**config.mk**
```make
export PLATFORM = sky130hd
export DESIGN_NAME = rx_commit_buf
export DESIGN_NICKNAME = d
export VERILOG_FILES = /design/src/rtl/rxc_pkg.sv /design/src/rtl/rxc_datapath.sv /design/src/rtl/rxc_control.sv /design/src/rtl/rx_commit_buf.sv
export SDC_FILE = /design/constraint.sdc
export NUM_CORES = 1
export LEC_CHECK = 0
export BUFFER_PORTS_ARGS = -buffer_cell sky130_fd_sc_hd__buf_2
export CORE_MARGIN = 2
export CORE_UTILIZATION = 45
export CTS_BUF_LIST = sky130_fd_sc_hd__clkbuf_4
export CTS_CLUSTER_SIZE = 16
export DETAILED_ROUTE_END_ITERATION = 7
export HOLD_SLACK_MARGIN = 0.03
export PLACE_DENSITY = 0.57
export SLEW_MARGIN = 0
export SYNTH_ARGS = -nofsm -noshare
export SYNTH_HDL_FRONTEND = slang
export SYNTH_SLANG_ARGS = --single-unit
```
**constraint.sdc**
```tcl
create_clock -name clk -period 12.74 [get_ports clk]
set_input_delay 0.637 -clock clk [delete_from_list [all_inputs] [get_ports clk]]
set_output_delay 0.637 -clock clk [all_outputs]
set_load 0.01 [all_outputs]
```
**src/rtl/rxc_pkg.sv**
```systemverilog
package rxc_pkg;

  typedef struct packed {
    logic latchCmd;
    logic flush;
    logic push;
    logic pop;
  } rxcStrobes_t;

  typedef enum logic [1:0] {
    ST_IDLE    = 2'd0,
    ST_COLLECT = 2'd1,
    ST_COMMIT  = 2'd2,
    ST_DONE    = 2'd3
  } rxcState_t;

endpackage

```
**src/rtl/rxc_datapath.sv**
```systemverilog
module rxc_datapath
  import rxc_pkg::*;
#(
  parameter int DATA_W = 16,
  parameter int SA_W   = 5,
  parameter int IDX_W  = 5,
  localparam int CNT_W  = IDX_W + 1,
  localparam int DEPTH  = 1 << IDX_W,
  localparam int ADDR_W = 1 + SA_W + IDX_W
) (
  input  logic              clk,
  input  logic              rstN,
  input  rxcStrobes_t       stb,
  input  logic [SA_W-1:0]   cmdSubaddr,
  input  logic [IDX_W-1:0]  cmdWordCount,
  input  logic [DATA_W-1:0] wordData,
  output logic [CNT_W-1:0]  rxCount,
  output logic [CNT_W-1:0]  expCount,
  output logic [CNT_W-1:0]  rdCount,
  output logic [ADDR_W-1:0] ramAddr,
  output logic [DATA_W-1:0] ramWData
);

  logic [SA_W-1:0]   saReg;
  logic [CNT_W-1:0]  expReg;
  logic [CNT_W-1:0]  wrPtr;
  logic [CNT_W-1:0]  rdPtr;
  logic [DATA_W-1:0] stage [DEPTH];

  // command register: subaddress and decoded word count
  always_ff @(posedge clk) begin
    if (!rstN) begin
      saReg  <= '0;
      expReg <= '0;
    end else if (stb.latchCmd) begin
      saReg  <= cmdSubaddr;
      expReg <= (cmdWordCount == '0) ? CNT_W'(DEPTH) : {1'b0, cmdWordCount};
    end
  end

  // staging FIFO pointers
  always_ff @(posedge clk) begin
    if (!rstN) begin
      wrPtr <= '0;
      rdPtr <= '0;
    end else if (stb.flush) begin
      wrPtr <= '0;
      rdPtr <= '0;
    end else begin
      if (stb.push) wrPtr <= wrPtr + CNT_W'(1);
      if (stb.pop)  rdPtr <= rdPtr + CNT_W'(1);
    end
  end

  // staging storage, no reset needed
  always_ff @(posedge clk) begin
    if (stb.push) stage[wrPtr[IDX_W-1:0]] <= wordData;
  end

  assign rxCount  = wrPtr;
  assign expCount = expReg;
  assign rdCount  = rdPtr;
  assign ramAddr  = {1'b0, saReg, rdPtr[IDX_W-1:0]};
  assign ramWData = stage[rdPtr[IDX_W-1:0]];

endmodule

```
**src/rtl/rxc_control.sv**
```systemverilog
module rxc_control
  import rxc_pkg::*;
#(
  parameter int SA_W  = 5,
  parameter int IDX_W = 5,
  localparam int CNT_W = IDX_W + 1
) (
  input  logic             clk,
  input  logic             rstN,
  input  logic             cmdValid,
  input  logic             cmdTr,
  input  logic [SA_W-1:0]  cmdSubaddr,
  input  logic             wordValid,
  input  logic             wordError,
  input  logic             msgEnd,
  input  logic             grant,
  input  logic [CNT_W-1:0] rxCount,
  input  logic [CNT_W-1:0] expCount,
  input  logic [CNT_W-1:0] rdCount,
  output rxcStrobes_t      stb,
  output logic             ramWe,
  output logic             msgDone,
  output logic             msgError
);

  rxcState_t  state, stateNext;
  logic       tooMany, tooManyNext;
  logic       errReg, setErr;
  logic       cmdOk, roomLeft, wordFits, endGood, lastPop;
  logic [CNT_W-1:0] endCount;

  always_comb begin
    cmdOk    = cmdValid && !cmdTr && (cmdSubaddr != '0) && (cmdSubaddr != '1);
    roomLeft = rxCount < expCount;
    wordFits = wordValid && roomLeft;
    endCount = rxCount + CNT_W'(wordFits);
    endGood  = !tooMany && !(wordValid && !roomLeft) && (endCount == expCount);
    lastPop  = rdCount == (expCount - CNT_W'(1));
  end

  always_comb begin
    stateNext   = state;
    stb         = '0;
    setErr      = 1'b0;
    tooManyNext = tooMany;
    unique case (state)
      ST_IDLE: begin
        if (cmdOk) begin
          stb.latchCmd = 1'b1;
          stb.flush    = 1'b1;
          tooManyNext  = 1'b0;
          stateNext    = ST_COLLECT;
        end
      end
      ST_COLLECT: begin
        if (wordError) begin
          stb.flush = 1'b1;
          setErr    = 1'b1;
          stateNext = ST_IDLE;
        end else begin
          stb.push = wordFits;
          if (wordValid && !roomLeft) tooManyNext = 1'b1;
          if (msgEnd) begin
            if (endGood) begin
              stateNext = ST_COMMIT;
            end else begin
              stb.push  = 1'b0;
              stb.flush = 1'b1;
              setErr    = 1'b1;
              stateNext = ST_IDLE;
            end
          end
        end
      end
      ST_COMMIT: begin
        if (grant) begin
          stb.pop = 1'b1;
          if (lastPop) stateNext = ST_DONE;
        end
      end
      ST_DONE: stateNext = ST_IDLE;
      default: stateNext = ST_IDLE;
    endcase
  end

  always_ff @(posedge clk) begin
    if (!rstN) begin
      state   <= ST_IDLE;
      tooMany <= 1'b0;
      errReg  <= 1'b0;
    end else begin
      state   <= stateNext;
      tooMany <= tooManyNext;
      errReg  <= setErr;
    end
  end

  assign ramWe    = stb.pop;
  assign msgDone  = state == ST_DONE;
  assign msgError = errReg;

endmodule

```
**src/rtl/rx_commit_buf.sv**
```systemverilog
module rx_commit_buf
  import rxc_pkg::*;
#(
  parameter int DATA_W = 16,
  parameter int SA_W   = 5,
  parameter int IDX_W  = 5,
  localparam int CNT_W  = IDX_W + 1,
  localparam int ADDR_W = 1 + SA_W + IDX_W
) (
  input  logic              clk,
  input  logic              rstN,
  input  logic              cmdValid,
  input  logic              cmdTr,
  input  logic [SA_W-1:0]   cmdSubaddr,
  input  logic [IDX_W-1:0]  cmdWordCount,
  input  logic              wordValid,
  input  logic              wordError,
  input  logic [DATA_W-1:0] wordData,
  input  logic              msgEnd,
  input  logic              grant,
  output logic              ramWe,
  output logic [ADDR_W-1:0] ramAddr,
  output logic [DATA_W-1:0] ramWData,
  output logic              msgDone,
  output logic              msgError
);

  rxcStrobes_t      stb;
  logic [CNT_W-1:0] rxCount, expCount, rdCount;

  rxc_control #(.SA_W(SA_W), .IDX_W(IDX_W)) ctrl_i (
    .clk(clk), .rstN(rstN),
    .cmdValid(cmdValid), .cmdTr(cmdTr), .cmdSubaddr(cmdSubaddr),
    .wordValid(wordValid), .wordError(wordError), .msgEnd(msgEnd),
    .grant(grant),
    .rxCount(rxCount), .expCount(expCount), .rdCount(rdCount),
    .stb(stb), .ramWe(ramWe), .msgDone(msgDone), .msgError(msgError)
  );

  rxc_datapath #(.DATA_W(DATA_W), .SA_W(SA_W), .IDX_W(IDX_W)) dp_i (
    .clk(clk), .rstN(rstN), .stb(stb),
    .cmdSubaddr(cmdSubaddr), .cmdWordCount(cmdWordCount), .wordData(wordData),
    .rxCount(rxCount), .expCount(expCount), .rdCount(rdCount),
    .ramAddr(ramAddr), .ramWData(ramWData)
  );

endmodule

```
==> flow_summary.ini, run 1 <==
[status]
outcome = completed

[die]
rows = 80
design.die.area_sq_um = 49500
die_h_um = 222
core-area_sq_um = 47400
start_util = 0.453
boundaryPins = 64
die_w_um = 222

[global_route]
grtUsageMet2 = 0.316
grt_max_degree = 56
grt.total_usage = 0.218
grt_antenna_before_repair = 1
use_met3 = 0.0643
grt_overflow = 0
use_met1 = 0.322
grt_pass1_vias = 11100
busiest_layer = met1
grt_pass1_wl_mm = 75.6

[pwr]
leakagePower_nw = 7.62
vdd_ir_drop_max_v = 0.0000497
power_density_nw_per_um2 = 144

[final_layout]
utilization = 0.514
fillerInstances = 3839
final_common_cell = edfxtp_1
drive_above_1_share = 0.395
multi_input_area_sq_um = 5260
syn2layout_area_growth_pct = 13.5
final_cell_mix = edfxtp_1 (512), clkbuf_4 (204), mux4_2 (160)
regArea_sq_um = 16000
finalNetCount = 1218

[routing]
drtIter0Drc = 836
drc = 0
drt_wl_total_mm = 51.5
drtPass1Iterations = 5
wl_per_cell_um = 27.4
vias = 10700
viasPerCell = 5.69
postRouteAntennaNets = 0

[logic_synthesis]
synth_seq_cells = 544
ys_seq_area_frac = 0.746
synth_nets = 1037
synthCells = 990
synth.area.top_cells = edfxtp_1 (72%), mux4_2 (17%), dfxtp_1 (3.0%)
synth_top_area_frac = 0.716
ys_types = 52
ys.warnings.count = 0
synthArstFlopShare = 0
syn_area_sq_um = 21500
syn_avg_cell_area_sq_um = 21.7
yosysTopAreaCell = edfxtp_1
ys.flop_type = edfxtp_1
synth-edff-count = 512

[worst_setup_path]
worstSetupPathType = flop to flop
cp.required_ns = 13.25
crit_cells = 12
critPathCaptureType = flop
crit_family = simple AND/OR/NAND/NOR gates
cpMostUsedCell = ha_1
reg2reg_to = dp_i.stage[26][11]
cp_num_buf_inv = 0
cp_max_fo = 16
cp-start-kind = flop
worstPathCellList = ha_1 > a21oi_1 > o21ai_0 > a211oi_1 > and2_1 > ha_1 > ha_1 > xor2_1 > or4_4 > o31ai_2 > nand3_1 > nor2_1
ff2ff_path_depth = 12
reg2reg_from = dp_i.rxCount[2]
slowest_stage = nor2_1
regToRegSetupSlack_ns = 7.01
cp.arrival_ns = 6.24
max_stage_delay_ns = 1.19

[cts]
clock_sinks = 544
tritoncts = yes
post-cts-setup-buffers = 0
path_clk_slew_ns = 0.07
htree_levels = 4
numCtsBuffers = 141
cts_root_buffer = clkbuf_4
worstSkewPairLatency_ns = 0.94
cts_max_path_buffers = 3

[sta]
timing.fmax_mhz = 174
maxSlewHeadroom = 0.191
slew_viol_final = 0
setup_viol = 0
post-route-period-util = 0.450
finClkSkew_ns = 0.0532
min_period_ns = 5.73
setup_tns_ns = 0
worst-slew-pin-transition_ns = 1.21
hold_violations = 0
rsz0062_at_grt = no

[placement]
dpl.hpwl_mm = 31.4
gp_congestion = 0.837
io_buffers = 62

[hold_path]
hold_depth = 3
min-delay-path-class = primary input to flop
hold-path-endpoint = ctrl_i.tooMany
worstHoldStart = wordError

[run]
maxCapViolations = 0
## cells in the mapped netlist (all sizes together) (4+ instances only)
cell type  instances
edfxtp           512
mux4             160
nor2              49
dfxtp             32
buf               28
clkbuf            23
mux2              17
nor2b             16
ha                13
mux2i             12
nand2             12
nand3             12
inv               10
xor2               9
a21oi              8
xnor2              8
o21ai              7
and2               5
nand2b             5
a211oi             4
nand4              4
o31ai              4
or3                4
or4                4
## metal layers
layer | part of all wire | vias up
li1 | - | 4586
met1 | 0.45 | 5591
met2 | 0.46 | 438
met3 | 0.074 | 60
met4 | 0.016 | 0
met5 | 0 | -
## tightest hold or removal path, stage by stage
cell     delay, ns
buf_2         0.12
and4b_1       0.23
o21a_1        0.10
## cell type report
type,instances,area share
diodes,1,0.000103
inverters,10,0.00154
clock buffers,204,0.0628
clock inverters,29,0.00785
flip-flops and latches,544,0.657
repair buffers,89,0.0231
well taps,615,0.0316
multi-input cells,385,0.216
## stage by stage
stage	hold slack (ns)	power (mW)	instance area [sq um]	instances	worst slack [ns]
6_report	0.214	3.51	24400	1877	7.01
5_1_grt	0.148	3.66	24400	1877	6.58
4_1_cts	0.0788	3.56	24400	1876	7.02
3_5_place_dp	0.507	2.08	22500	1623	7.06
3_3_place_gp	0.493	2.08	22500	1623	7.19
2_1_floorplan	0.481	2.03	21500	990	8.34
## how the worst max path moves through the flow
stage | start | slack [ns] | endpoint
finish | dp_i.rxCount[2] | 7.01 | dp_i.stage[26][11]
detailed placement | dp_i.rxCount[2] | 7.06 | dp_i.stage[26][1]
global placement | dp_i.rxCount[2] | 7.19 | dp_i.stage[26][11]
floorplan | dp_i.expCount[3] | 8.34 | dp_i.stage[0][0]
CTS | dp_i.rxCount[2] | 7.02 | dp_i.stage[26][11]
global route | dp_i.rxCount[2] | 6.58 | dp_i.stage[26][2]
## power by group
part / switching [mW] / total, mW / internal, mW
clock: 0.675 / 1.46 / 0.788
sequential: 0.00347 / 1.96 / 1.96
combinational: 0.0607 / 0.0884 / 0.0277
total: 0.740 / 3.51 / 2.77
## registers in the layout (all words and copies together), names as in the netlist, named ones only
register,flops
ctrl_i.tooMany,1
dp_i.stage,512
dp_i.rxCount,6
ctrl_i.state,1
dp_i.expCount,6
ctrl_i.msgError,1
dp_i.saReg,5
dp_i.rdCount,6
## timing repair
| item | in CTS | in global routing |
|---|---|---|
| endpoints found under the hold margin | 14 | 0 |
| hold buffers | 20 | 0 |
| gates resized for setup | 0 | 0 |
| setup endpoints to repair | 0 | 0 |
## cells by family after synthesis
family / synth area share
XOR/XNOR: 0.00694
AND/OR/NAND/NOR: 0.0304
multiplexers: 0.182
AO/OA/AOI/OAI: 0.0136
adder cells (fa/ha/maj): 0.00758
flip-flops: 0.746
buffers and inverters: 0.0131
other: 0.000175
Note: power is estimated with default switching activity, not from simulation.
==> inputs of run 2 (changes only) <==
--- a/config.mk
+++ b/config.mk
@@ -12,7 +12,7 @@
 export CTS_CLUSTER_SIZE = 16
 export DETAILED_ROUTE_END_ITERATION = 7
 export HOLD_SLACK_MARGIN = 0.03
-export PLACE_DENSITY = 0.57
+export PLACE_DENSITY = 0.59
 export SLEW_MARGIN = 0
 export SYNTH_ARGS = -nofsm -noshare
 export SYNTH_HDL_FRONTEND = slang
==> constraint.sdc (replaced) <==
create_clock -name clk -period 4.9 [get_ports clk]
set_input_delay 0.245 -clock clk [delete_from_list [all_inputs] [get_ports clk]]
set_output_delay 0.245 -clock clk [all_outputs]
set_load 0.01 [all_outputs]
==> flow_summary.ini, run 2 (synthesized netlist as in run 1, its figures left out) <==
[hold_path]
hold_depth = 3
hold-path-endpoint = dp_i.expCount[5]
min-delay-path-class = primary input to flop
worstHoldStart = rstN

[routing]
postRouteAntennaNets = 0
viasPerCell = 5.45
drtIter0Drc = 810
drc = 0
wl_per_cell_um = 23.9
vias = 10700
drt_wl_total_mm = 47.1
drtPass1Iterations = 5

[global_route]
grt_pass1_wl_mm = 70.9
grt_max_degree = 54
grt.total_usage = 0.199
grt_pass1_vias = 11300
grt_antenna_before_repair = 1
grt_overflow = 0

[sta]
worst-slew-pin-transition_ns = 1.15
post-route-period-util = 0.930
maxSlewHeadroom = 0.235
setup_viol = 0
setup_tns_ns = 0
finClkSkew_ns = 0.0508
rsz0062_at_grt = no
hold_violations = 0
setup_slack_ns = 0.345
timing.fmax_mhz = 220
min_period_ns = 4.55
slew_viol_final = 0

[worst_setup_path]
cp.required_ns = 5.74
reg2reg_from = dp_i.expCount[3]
cp_max_fo = 9
worstSetupPathType = flop to flop
regToRegSetupSlack_ns = 0.35
cp-start-kind = flop
ff2ff_path_depth = 14
cp.arrival_ns = 5.40
cp-startpoint = dp_i.expCount[3]
critPathCaptureType = flop

[cts]
tritoncts = yes
worstSkewPairLatency_ns = 0.97
htree_levels = 4
post-cts-setup-buffers = 0
path_clk_slew_ns = 0.06
cts_root_buffer = clkbuf_4
clock_sinks = 544
cts_max_path_buffers = 3
numCtsBuffers = 141

[die]
rows = 80
core-area_sq_um = 47400
boundaryPins = 64
die_w_um = 222
die_h_um = 222
start_util = 0.453
design.die.area_sq_um = 49500

[final_layout]
drive_above_1_share = 0.403
fin_area_sq_um = 25200
syn2layout_area_growth_pct = 17.4
utilization = 0.531
finalNetCount = 1307
fillerInstances = 3775
largest_reg_flops = 512
final_cell_mix = edfxtp_1 (512), clkbuf_4 (189), mux4_2 (160)
final_common_cell = edfxtp_1

[run]
maxCapViolations = 0

[pwr]
power_density_nw_per_um2 = 361
vdd_ir_drop_max_v = 0.000142
leakagePower_nw = 8.04

[status]
outcome = completed

[placement]
io_buffers = 62
pre_cts_ws_ns = 0.652
dpl_cell_area_sq_um = 22900
gp_congestion = 0.809
dpl.hpwl_mm = 27.9
[run 2: per-layer routing]
layer	share of wire	GRT usage	up-vias
met3	0.063	0.0588	58
li1	-	-	4768
met1	0.42	0.259	5589
met4	0.017	0.0697	0
met2	0.50	0.321	329
met5	0	0	-
[run 2: per-stage QoR]
stage | std cells | power (mW) | hold WS [ns]
floorplan | 990 | 5.28 | 0.344
global placement | 1673 | 5.39 | 0.492
detailed placement | 1673 | 5.39 | 0.511
CTS | 1970 | 9.24 | 0.176
global route | 1971 | 9.52 | 0.216
finish | 1973 | 9.11 | 0.273
[run 2: how the worst max path moves through the flow]
| stage | cells after the start | end |
|---|---|---|
| final | 14 | flop |
| after global routing | 15 | flop |
| after CTS | 15 | flop |
| after detailed placement | 16 | dp_i.stage[16][12] |
| after global placement | 16 | dp_i.stage[16][12] |
| after floorplan | 13 | dp_i.stage[0][0] |
[run 2: area by class of cell]
cell class,instances,area [sq um],area share
timing repair buffer,178,1380,0.0547
tap,615,769,0.0305
sequential,544,16000,0.636
inverter,10,37.5,0.00149
antenna,3,7.51,0.000298
clock inverter,49,309,0.0123
multi-input combinational,385,5270,0.209
clock buffer,189,1420,0.0563
[run 2: report_power, final]
| group | internal, mW | leakage, nW | switching [mW] | total [mW] |
|---|---|---|---|---|
| clock | 2.00 | 1.02 | 1.78 | 3.78 |
| sequential | 5.08 | 4.86 | 0.00903 | 5.09 |
| combinational | 0.0993 | 2.16 | 0.140 | 0.239 |
| total | 7.18 | 8.04 | 1.93 | 9.11 |
[run 2: worst max-delay path, stage by stage (launching register included)]
cell           delay, ns
dfxtp_1             0.50
inv_1               0.09
ha_1                0.30
and3_1              0.22
a211oi_2            0.24
and2_1              0.17
ha_1                0.21
ha_1                0.26
xor2_1              0.14
or4_4               0.53
a2111oi_4           0.27
dlygate4sd3_1       0.70
nand3_1             0.10
dlygate4sd3_1       0.58
a21boi_0            0.17
[run 2: what timing repair did]
item / CTS / global route
resized for setup: 0 / 2
endpoints found under the hold margin: 544 / 0
setup endpoints to repair: 0 / 1
hold buffers: 59 / 0
